`src/rtl/bp_pkg.sv`:
```
`timescale 1ns/1ps
package bp_pkg;

    typedef enum logic [2:0] {
        OP_IDLE   = 3'd0,
        OP_PROT   = 3'd1,
        OP_UNPROT = 3'd2,
        OP_LOCK   = 3'd3,
        OP_MODIFY = 3'd4,
        OP_STATUS = 3'd5,
        OP_SRST   = 3'd6,
        OP_RSVD   = 3'd7
    } bp_op_e;

    typedef struct packed {
        logic err;
        logic lock;
        logic prot;
    } bp_stat_t;

endpackage

```
`src/rtl/bp_blk_decode.sv`:
```
`timescale 1ns/1ps
module bp_blk_decode #(
    parameter int NUM_BLOCKS = 71,
    parameter int IDX_W      = $clog2(NUM_BLOCKS)
) (
    input  logic [IDX_W-1:0]      blk,
    output logic [NUM_BLOCKS-1:0] hit,
    output logic                  in_range
);
    localparam logic [IDX_W:0] LIMIT = (IDX_W+1)'(NUM_BLOCKS);

    for (genvar i = 0; i < NUM_BLOCKS; i++) begin : g_hit
        assign hit[i] = (blk == IDX_W'(i));
    end

    assign in_range = ({1'b0, blk} < LIMIT);

    always_comb begin
        assert ($onehot0(hit)) else $error("AST_HIT_ONEHOT");
    end
endmodule

```
`src/rtl/bp_state_array.sv`:
```
`timescale 1ns/1ps
module bp_state_array #(
    parameter int NUM_BLOCKS = 71
) (
    input  logic                  clk,
    input  logic                  rst_n,
    input  logic [NUM_BLOCKS-1:0] hit,
    input  logic                  do_prot,
    input  logic                  do_unprot,
    input  logic                  do_lock,
    input  logic                  wp_n,
    output logic [NUM_BLOCKS-1:0] prot_vec,
    output logic [NUM_BLOCKS-1:0] lock_vec
);
    typedef struct packed {
        logic [NUM_BLOCKS-1:0] prot;
        logic [NUM_BLOCKS-1:0] lock;
    } arr_t;

    arr_t st_d, st_q;

    always_comb begin
        st_d = st_q;
        for (int i = 0; i < NUM_BLOCKS; i++) begin
            if (hit[i] && !(st_q.lock[i] && !wp_n)) begin
                if (do_prot)
                    st_d.prot[i] = 1'b1;
                else if (do_unprot)
                    st_d.prot[i] = 1'b0;
            end
            if (hit[i] && do_lock)
                st_d.lock[i] = 1'b1;
        end
    end

    always_ff @(posedge clk or negedge rst_n) begin
        if (!rst_n) begin
            st_q.prot <= '1;
            st_q.lock <= '0;
        end else begin
            st_q <= st_d;
        end
    end

    assign prot_vec = st_q.prot;
    assign lock_vec = st_q.lock;

    for (genvar i = 0; i < NUM_BLOCKS; i++) begin : g_chk
        AST_FROZEN_HOLD: assert property (@(posedge clk) disable iff (!rst_n)
            (lock_vec[i] && !wp_n) |=> (prot_vec[i] == $past(prot_vec[i])));
        AST_LOCK_STICKY: assert property (@(posedge clk) disable iff (!rst_n)
            lock_vec[i] |=> lock_vec[i]);
    end
endmodule

```
`src/rtl/bp_status_mux.sv`:
```
`timescale 1ns/1ps
module bp_status_mux #(
    parameter int NUM_BLOCKS = 71
) (
    input  logic [NUM_BLOCKS-1:0] hit,
    input  logic [NUM_BLOCKS-1:0] prot_vec,
    input  logic [NUM_BLOCKS-1:0] lock_vec,
    output logic                  sel_prot,
    output logic                  sel_lock
);
    assign sel_prot = |(prot_vec & hit);
    assign sel_lock = |(lock_vec & hit);
endmodule

```
`src/rtl/blk_protect_unit.sv`:
```
`timescale 1ns/1ps
module blk_protect_unit #(
    parameter int NUM_BLOCKS = 71,
    parameter int IDX_W      = $clog2(NUM_BLOCKS)
) (
    input  logic             clk,
    input  logic             rst_n,
    input  logic             cmd_valid,
    input  logic [2:0]       cmd_op,
    input  logic [IDX_W-1:0] cmd_blk,
    input  logic             wp_n,
    output logic             mod_ok,
    output logic             mod_deny,
    output logic             stat_vld,
    output logic [2:0]       stat
);
    import bp_pkg::*;

    typedef struct packed {
        logic     mod_ok;
        logic     mod_deny;
        logic     stat_vld;
        bp_stat_t stat;
        logic     err;
    } resp_t;

    resp_t  r_d, r_q;
    bp_op_e op;
    logic [NUM_BLOCKS-1:0] hit, prot_vec, lock_vec;
    logic in_range, sel_prot, sel_lock;
    logic do_prot, do_unprot, do_lock;

    assign op        = bp_op_e'(cmd_op);
    assign do_prot   = cmd_valid && (op == OP_PROT);
    assign do_unprot = cmd_valid && (op == OP_UNPROT);
    assign do_lock   = cmd_valid && (op == OP_LOCK);

    bp_blk_decode #(.NUM_BLOCKS(NUM_BLOCKS), .IDX_W(IDX_W)) u_dec (
        .blk      (cmd_blk),
        .hit      (hit),
        .in_range (in_range)
    );

    bp_state_array #(.NUM_BLOCKS(NUM_BLOCKS)) u_arr (
        .clk       (clk),
        .rst_n     (rst_n),
        .hit       (hit),
        .do_prot   (do_prot),
        .do_unprot (do_unprot),
        .do_lock   (do_lock),
        .wp_n      (wp_n),
        .prot_vec  (prot_vec),
        .lock_vec  (lock_vec)
    );

    bp_status_mux #(.NUM_BLOCKS(NUM_BLOCKS)) u_mux (
        .hit      (hit),
        .prot_vec (prot_vec),
        .lock_vec (lock_vec),
        .sel_prot (sel_prot),
        .sel_lock (sel_lock)
    );

    always_comb begin
        r_d     = '0;
        r_d.err = r_q.err;
        if (cmd_valid) begin
            case (op)
                OP_MODIFY: begin
                    r_d.mod_ok   = in_range && !sel_prot;
                    r_d.mod_deny = !(in_range && !sel_prot);
                    if (r_d.mod_deny)
                        r_d.err = 1'b1;
                end
                OP_STATUS: begin
                    r_d.stat_vld  = 1'b1;
                    r_d.stat.err  = r_q.err;
                    r_d.stat.lock = sel_lock;
                    r_d.stat.prot = sel_prot;
                    r_d.err       = 1'b0;
                end
                OP_SRST: r_d.err = 1'b0;
                default: ;
            endcase
        end
    end

    always_ff @(posedge clk or negedge rst_n) begin
        if (!rst_n)
            r_q <= '0;
        else
            r_q <= r_d;
    end

    assign mod_ok   = r_q.mod_ok;
    assign mod_deny = r_q.mod_deny;
    assign stat_vld = r_q.stat_vld;
    assign stat     = r_q.stat;

    AST_MOD_EXCL: assert property (@(posedge clk) disable iff (!rst_n)
        !(mod_ok && mod_deny));
    AST_MOD_ANSWER: assert property (@(posedge clk) disable iff (!rst_n)
        (cmd_valid && cmd_op == 3'd4) |=> (mod_ok || mod_deny));
    AST_ERR_CLEARED: assert property (@(posedge clk) disable iff (!rst_n)
        (cmd_valid && cmd_op == 3'd5) |=> (stat_vld && !r_q.err));
    AST_IDLE_QUIET: assert property (@(posedge clk) disable iff (!rst_n)
        !cmd_valid |=> !(mod_ok || mod_deny || stat_vld));
    AST_RESP_ONEHOT: assert property (@(posedge clk) disable iff (!rst_n)
        $onehot0({mod_ok, mod_deny, stat_vld}));
endmodule

```
`config.mk`:
```
export PLATFORM = sky130hd
export DESIGN_NAME = blk_protect_unit
export DESIGN_NICKNAME = d
export VERILOG_FILES = /design/src/rtl/bp_pkg.sv /design/src/rtl/bp_blk_decode.sv /design/src/rtl/bp_state_array.sv /design/src/rtl/bp_status_mux.sv /design/src/rtl/blk_protect_unit.sv
export SDC_FILE = /design/constraint.sdc
export NUM_CORES = 1
export LEC_CHECK = 0
export ABC_AREA = 0
export BUFFER_PORTS_ARGS = -buffer_cell sky130_fd_sc_hd__buf_2
export CAP_MARGIN = 20
export CORE_MARGIN = 5
export CORE_UTILIZATION = 55
export DETAILED_ROUTE_END_ITERATION = 16
export GPL_TIMING_DRIVEN = 0
export PLACE_DENSITY = 0.72
export SYNTH_ARGS = -nofsm -noshare
export SYNTH_HDL_FRONTEND = slang
export SYNTH_SLANG_ARGS = --single-unit
```
`constraint.sdc`:
```
create_clock -name clk -period 2.5 [get_ports clk]
set_input_delay 0.125 -clock clk [delete_from_list [all_inputs] [get_ports clk]]
set_output_delay 0.125 -clock clk [all_outputs]
set_load 0.02 [all_outputs]
```
==> results.md, run 1 <==
- Largest cells by area after synthesis: dfrtp_1 (26%), dfstp_2 (24%), o21ai_0 (9.6%), a21o_1 (5.3%), nand3_1 (4.7%)
- Skew-Pair Late Insertion Delay: 0.43 ns
- Setup WS post-layout: -0.0418 ns
- Post-route insts no fill: 1050
- Final Util: 0.634
- Syn avg cell area: between 9 and 10 um2
- Via count: 7269
- Hold Path Class: input port to flop
- Antenna violations before repair: 0
- Worst-path clk slew: ~0.060 ns
- CP startpoint kind: input port
- Crit end category: flop
- FF+latch count, synth: roughly 150
- Final Critical Period: ~2.5 ns
- Tcrit/Tclk final: 1.02
- Max Cap Viol: 0
- Ys Warns: 0
- Post-Syn Instances: a little over 800
- Mapped Nets: ~830
- Power share of the combinational group: 0.072
- Ant. Diodes: 0
- DRT iter0 DRCs: ~1300
- Worst Max-Slew Pin Slew: 1.17 ns
- Largest net degree at the start of global routing: 86
- CTS H-tree lvls: 4
- Top-area cell type share of the netlist area: 0.255
- Max FO, Critical Path: 10
- Final slew viol count: 0
- Worst IR Drop VDD: ~0.6 mV
- Max-slew headroom: 0.220
- Nets: a little under 900
- Placed cells: around 1000
- CTS tree: yes
- Power Dens Cells: just under 700 nW/um2
- Switching portion of total power: 0.237
- Synth unique cells: 60
- Sequential Area: about 3800 um2
- Failing checks: negative setup slack
- Critical setup path kind: input port to flop
- Routed vias/inst: a little under 7
- DP Area: roughly 8000 um2
- Initial Util: 0.555
- CTS sink count: between 100 and 150
- Area Overhead vs Synth: 14.3%
- Clock Power Share: 0.505
- Critical path required time: 2.86 ns
- EDFF count, synth: 0
- Main combinational cell family by area after synthesis: compound AO/OA/AOI/OAI gates
- Total power: ~0.0060 W
- Io pins: 20
- Mapped cell area: 7640 um2
- Most common cell in the netlist: o21ai_0
- Simple-gate portion of the synthesized area: 0.176
- Row count: 43
- Clock buffer depth: 2
- Overflow after GRT: 0
- Post-synthesis sequential area ratio: 0.500
- # setup viols final: 1
- Cts bufs inserted: 17
- Seq pwr share: 0.423
- First-pass GRT wire length: 42200 um
- Primary FF master, synth: dfrtp_1
- Max Clock Skew: approximately 0.0096 ns
- Reg2Reg Depth: 7
- Synth Area in Compound Gates: 0.242
- Final wirelength: between 20000 and 30000 um
- Buffers on Ports: 15
- Final Hold Vio Count: 0
- RSZ-0062 raised after global routing: true
- P_sw: ~0.0014 W
- Die Y-Extent: 128 um
- Die X-Extent: between 100 and 150 um
- Adder-cell share of the synthesized area: 0
- Area of the multi-input gates: approximately 3500 um2
- Post-Place Worst Slack: -0.399 ns
- Post-synthesis xor/xnor area fraction: 0.00115
- Residual DRC: 0
- Fillers: between 1000 and 1500
- Status: finished, violations left
- Peak Freq: just under 400 MHz
- Worst Hold Depth: 2
- Final Wtd Congestion: ~1.0
- DRT Pass-1 Iters: 6
- CTS Root Cell: clkbuf_16
- DPL Wire Length: around 20000 um
- GRT Total Usage: 0.349
- Routed len/inst: ~27 um
- CORE AREA: ~14000 um2
- Routed Antenna Nets: 0
- Share of cells above drive strength 1: 0.202
- Vias in the first global route: approximately 6900
- Mux contribution to synthesized area: 0.0278
- LEAKAGE: between 3 and 4 nW
- Cell-internal power: around 0.0046 W
- Worst EP arrival: 2.91 ns
- Post-synth ARST share: 1.00
- Largest area contributor in the netlist: dfrtp_1
- Post-route cell area: about 8700 um2
- Die footprint: roughly 16000 um2
- Most instantiated cells after synthesis: o21ai_0 (146), nand2_1 (91), dfrtp_1 (78), nand3_1 (72), dfstp_2 (71)
## layout by cell type (no fill, tap or decap), drive strengths merged, types with 7 or more instances in the layout
cell type  count
o21ai        146
a22oi         24
a32oi          9
a21oi         16
and3          11
clkbuf        65
nand3         72
buf           49
inv           19
nor2b          8
mux2          15
bufinv         7
a21o          54
dfrtp         78
a31oi          8
nand2         91
dfstp         71
nor3          12
nor2          23
## worst paths after layout
path                                    startpoint  slack [ns]                 end
worst min-delay path                     cmd_op[1]       0.003              mod_ok
max in group asynchronous                    rst_n        1.41   u_arr.prot_vec[1]
worst max register to register  u_arr.prot_vec[19]        0.13              mod_ok
worst max-delay path                    cmd_blk[3]       -0.04  u_arr.prot_vec[55]
min in group asynchronous                    rst_n        0.26             stat[1]
worst min register to register  u_arr.lock_vec[52]        0.48  u_arr.lock_vec[52]
## critical path, cell delays in order
cell and delay (ns):
buf_4 0.15, nor2b_1 0.77, nor2b_1 0.41, clkbuf_1 0.50, o21ai_0 0.19, nor3_1 0.36
mux2_2 0.38
## cell type report
class                           count  area share
Clock buffer                       19      0.0496
Buffer                             76      0.0395
Inverter                           16     0.00687
Sequential cell                   149       0.437
Tap cell                          180      0.0258
Clock inverter                     13      0.0286
Multi-Input combinational cell    576       0.395
Timing Repair Buffer               21      0.0173
## what timing repair did
| item | CTS | global route |
|---|---|---|
| hold endpoints to repair | 21 | 0 |
| hold buffers | 2 | 0 |
| buffers inserted | 0 | 0 |
| endpoints found under the setup margin | 0 | 2 |
| resized for setup | 0 | 3 |
## state kept, by name, indices dropped and copies added, names as in the netlist
| name | count |
|---|---|
| u_arr.lock_vec | 71 |
| u_arr.prot_vec | 71 |
| stat | 3 |
| mod_deny | 1 |
| mod_ok | 1 |
| r_q | 1 |
| stat_vld | 1 |
## power groups by stage
| stage | registers, W | clock network [W] | logic [W] |
|---|---|---|---|
| after floorplan | 0.00256 | 0 | 0.000226 |
| after detailed placement | 0.00257 | 0 | 0.000413 |
| after CTS | 0.00254 | 0.00303 | 0.000417 |
| after global routing | 0.00254 | 0.00315 | 0.000460 |
| after global placement | 0.00257 | 0 | 0.000394 |
| final | 0.00254 | 0.00304 | 0.000433 |
## through the flow
| step | setup TNS [ns] | hold slack [ns] |
|---|---|---|
| floorplan | 0 | -0.171 |
| global placement | -66.49 | 0.386 |
| detailed placement | -2.46 | 0.161 |
| CTS | 0 | 0.00334 |
| global route | -0.00808 | 0.0135 |
| finish | -0.0418 | 0.00257 |
## metal layers
layer | part of all wire | track usage | routed length (um)
met1 | 0.40 | 0.483 | 11200
met2 | 0.42 | 0.494 | 11700
met3 | 0.13 | 0.123 | 3730
met4 | 0.054 | 0.157 | 1530
met5 | 0 | 0 | 0
## cells by family (layout without fill, tap and decap cells)
family / count (synthesis) / after routing
xor+xnor: 1 / 1
mux: 19 / 19
compound gates: 294 / 294
flops: 149 / 149
buf+inv: 92 / 145
simple gates: 262 / 262
Note: power is estimated with default switching activity, not from simulation.
==> run 2, diff against run 1 <==
Settings changed: PLACE_DENSITY 0.72 to 0.76, SKIP_CTS_REPAIR_TIMING set to 1.
==> run 2 against run 1 <==
The flow finishes with violations (negative hold slack, negative setup slack). Largest cell class unchanged. Clock skew about the same. Sequential cell count stayed put. Worst hold slack got worse by 0.0076 ns. Register-to-register slack about the same. Critical endpoint is now u_arr.prot_vec[23].
==> results.md, run 2 (same netlist as run 1, synthesis figures left out) <==
- Critical setup path kind: input port to flop
- Total power: 0.00568 W (-5.5%)
- Hold Path Class: input port to flop
- Hold Slack: -0.00498 ns (-0.00755 ns)
- Switching portion of total power: 0.258 (+0.0208)
- P_sw: 0.00147 W (+2.8%)
- Capturing point of the worst reg2reg path: mod_ok
- CTS tree: yes
- Io pins: 20 (unchanged)
- LEAKAGE: 3.76 nW (-0.73%)
- CORE AREA: 13800 um2 (unchanged)
- Critical path required time: 2.87 ns (about the same)
- Post-Place Worst Slack: -0.463 ns (-0.0634 ns)
- CTS H-tree lvls: 4 (unchanged)
- Final Critical Period: 2.52 ns (-0.0264 ns)
- Antenna violations before repair: 0 (unchanged)
- Placed cells: 1018 (+0.30%)
- DRT Pass-1 Iters: 9 (+3)
- Clock Power Share: 0.476 (-0.029)
- Commonest non-fill, non-tap cells in the layout: o21ai_0 (146), nand2_1 (91), dfrtp_1 (78), nand3_1 (72), dfstp_2 (71)
- Die Y-Extent: 128 um (unchanged)
- Buffers on Ports: 15 (unchanged)
- Residual DRC: 0 (unchanged)
- Fillers: 1185 (+3.5%)
- Setup WS post-layout: -0.0154 ns (+0.0264 ns)
- Worst IR Drop VDD: 0.561 mV (-5.0%)
- Max Cap Viol: 0 (unchanged)
- Reg2Reg Depth: 7 (unchanged)
- Tcrit/Tclk final: 1.01 (-0.0105)
- Ant. Diodes: 0 (unchanged)
- Reg2reg setup slack: 0.13 ns (about the same)
- Nets: 874 (+0.34%)
- Peak Freq: 398 MHz (+1.0%)
- Final Wtd Congestion: 0.996 (-0.57%)
- First-pass GRT wire length: 43000 um (+1.7%)
- Clock buffer depth: 2 (unchanged)
- Routed Antenna Nets: 0 (unchanged)
- GRT Total Usage: 0.354 (+0.00507)
- Crit end category: flop
- Worst EP arrival: 2.88 ns (-0.03 ns)
- Initial Util: 0.555 (unchanged)
- Via count: 7329 (+0.83%)
- Worst Max-Slew Pin Slew: 1.16 ns (-0.0103 ns)
- CP startpoint kind: input port
- Post-route insts no fill: 1053 (+0.29%)
- Final slew viol count: 0 (unchanged)
- Reg2reg start: u_arr.prot_vec[19]
- Vias in the first global route: 6936 (+1.1%)
- Largest net degree at the start of global routing: 95 (+10%)
- Routed vias/inst: 6.96 (+0.54%)
- Final wirelength: 28300 um (+0.66%)
- Max-slew headroom: 0.227 (+0.00690)
- DPL Wire Length: 20500 um (+1.5%)
- CTS Root Cell: clkbuf_16
- Status: finished, violations left
- DRT iter0 DRCs: 1264 (-5.1%)
- Final Util: 0.632 (-0.00254)
- Overflow after GRT: 0 (unchanged)
- Worst Hold Depth: 3 (+1)
- Critical Path Start: cmd_blk[3]
- Seq pwr share: 0.447 (+0.024)
- Skew-Pair Late Insertion Delay: 0.44 ns (about the same)
- Share of cells above drive strength 1: 0.210 (+0.00732)
- # setup viols final: 1 (unchanged)
- Power Dens Cells: 653 nW/um2 (-5.1%)
- Max FO, Critical Path: 10 (unchanged)
- Row count: 43 (unchanged)
- Max Clock Skew: 0.00982 ns (+0.000260 ns)
- CTS sink count: 149 (unchanged)
- Area Overhead vs Synth: 13.9%
- RSZ-0062 raised after global routing: false
- Die footprint: 16300 um2 (unchanged)
- Cell-internal power: 0.00421 W (-8.0%)
- Cts bufs inserted: 17 (unchanged)
- Failing checks: negative hold slack, negative setup slack
- Commonest non-fill, non-tap cell in the layout: o21ai_0
- Power share of the combinational group: 0.077 (+0.005)
- Final Hold Vio Count: 1 (+1)
- CP endpoint: u_arr.prot_vec[23]
- Routed len/inst: 26.9 um (+0.37%)
- Worst-path clk slew: 0.06 ns (about the same)
- Die X-Extent: 128 um (unchanged)
==> run 2: changes by cell type in the layout (fill, tap and decap cells not counted), sizes merged <==
cell         delta
bufinv          -4
clkinvlp        +4
buf             +2
clkbuf          -1
clkinv          +1
dlygate4sd3     +1
==> run 2: critical path: stages <==
cell	delay, ns
buf_4	0.15
nor2b_1	0.61
nor2b_1	0.46
clkbuf_1	0.50
o21ai_0	0.18
nor3_1	0.44
mux2_2	0.40
==> run 2: cell type report <==
class	count	area [um2]	area share
Sequential cell	149	3820	0.439
Multi-Input combinational cell	576	3450	0.397
Clock buffer	18	439	0.0505
Buffer	76	348	0.0400
Tap cell	180	225	0.0259
Timing Repair Buffer	24	180	0.0207
Clock inverter	14	176	0.0203
Inverter	16	60.1	0.00690
==> run 2: worst min-delay path by stage <==
stage,start,to,slack (ns)
floorplan,rst_n,mod_deny,-0.17
global placement,cmd_op[0],mod_ok,0.39
detailed placement,rst_n,u_arr.lock_vec[37],0.13
CTS,rst_n,u_arr.lock_vec[38],-0.33
global route,cmd_valid,mod_deny,0.03
finish,cmd_valid,mod_deny,-0.005
==> run 2: metrics by stage <==
step / cell area, um2 / setup TNS (ns)
floorplan: 7640 / 0
global placement: 7940 / -66.95
detailed placement: 8040 / -1.45
CTS: 8650 / -0.0206
global route: 8700 / 0
finish: 8700 / -0.0154
==> run 2: routing by layer <==
layer / global-route usage / up-vias / part of all wire
li1: - / 3074 / -
met1: 0.477 / 3599 / 0.39
met2: 0.519 / 562 / 0.43
met3: 0.132 / 94 / 0.14
met4: 0.140 / 0 / 0.040
met5: 0 / - / 0
==> run 2: power groups by stage <==
stage | logic [W] | clock network, W | registers (W)
2_1_floorplan | 0.000226 | 0 | 0.00256
3_3_place_gp | 0.000396 | 0 | 0.00257
3_5_place_dp | 0.000417 | 0 | 0.00257
4_1_cts | 0.000419 | 0.00270 | 0.00253
5_1_grt | 0.000466 | 0.00280 | 0.00254
6_report | 0.000437 | 0.00270 | 0.00254
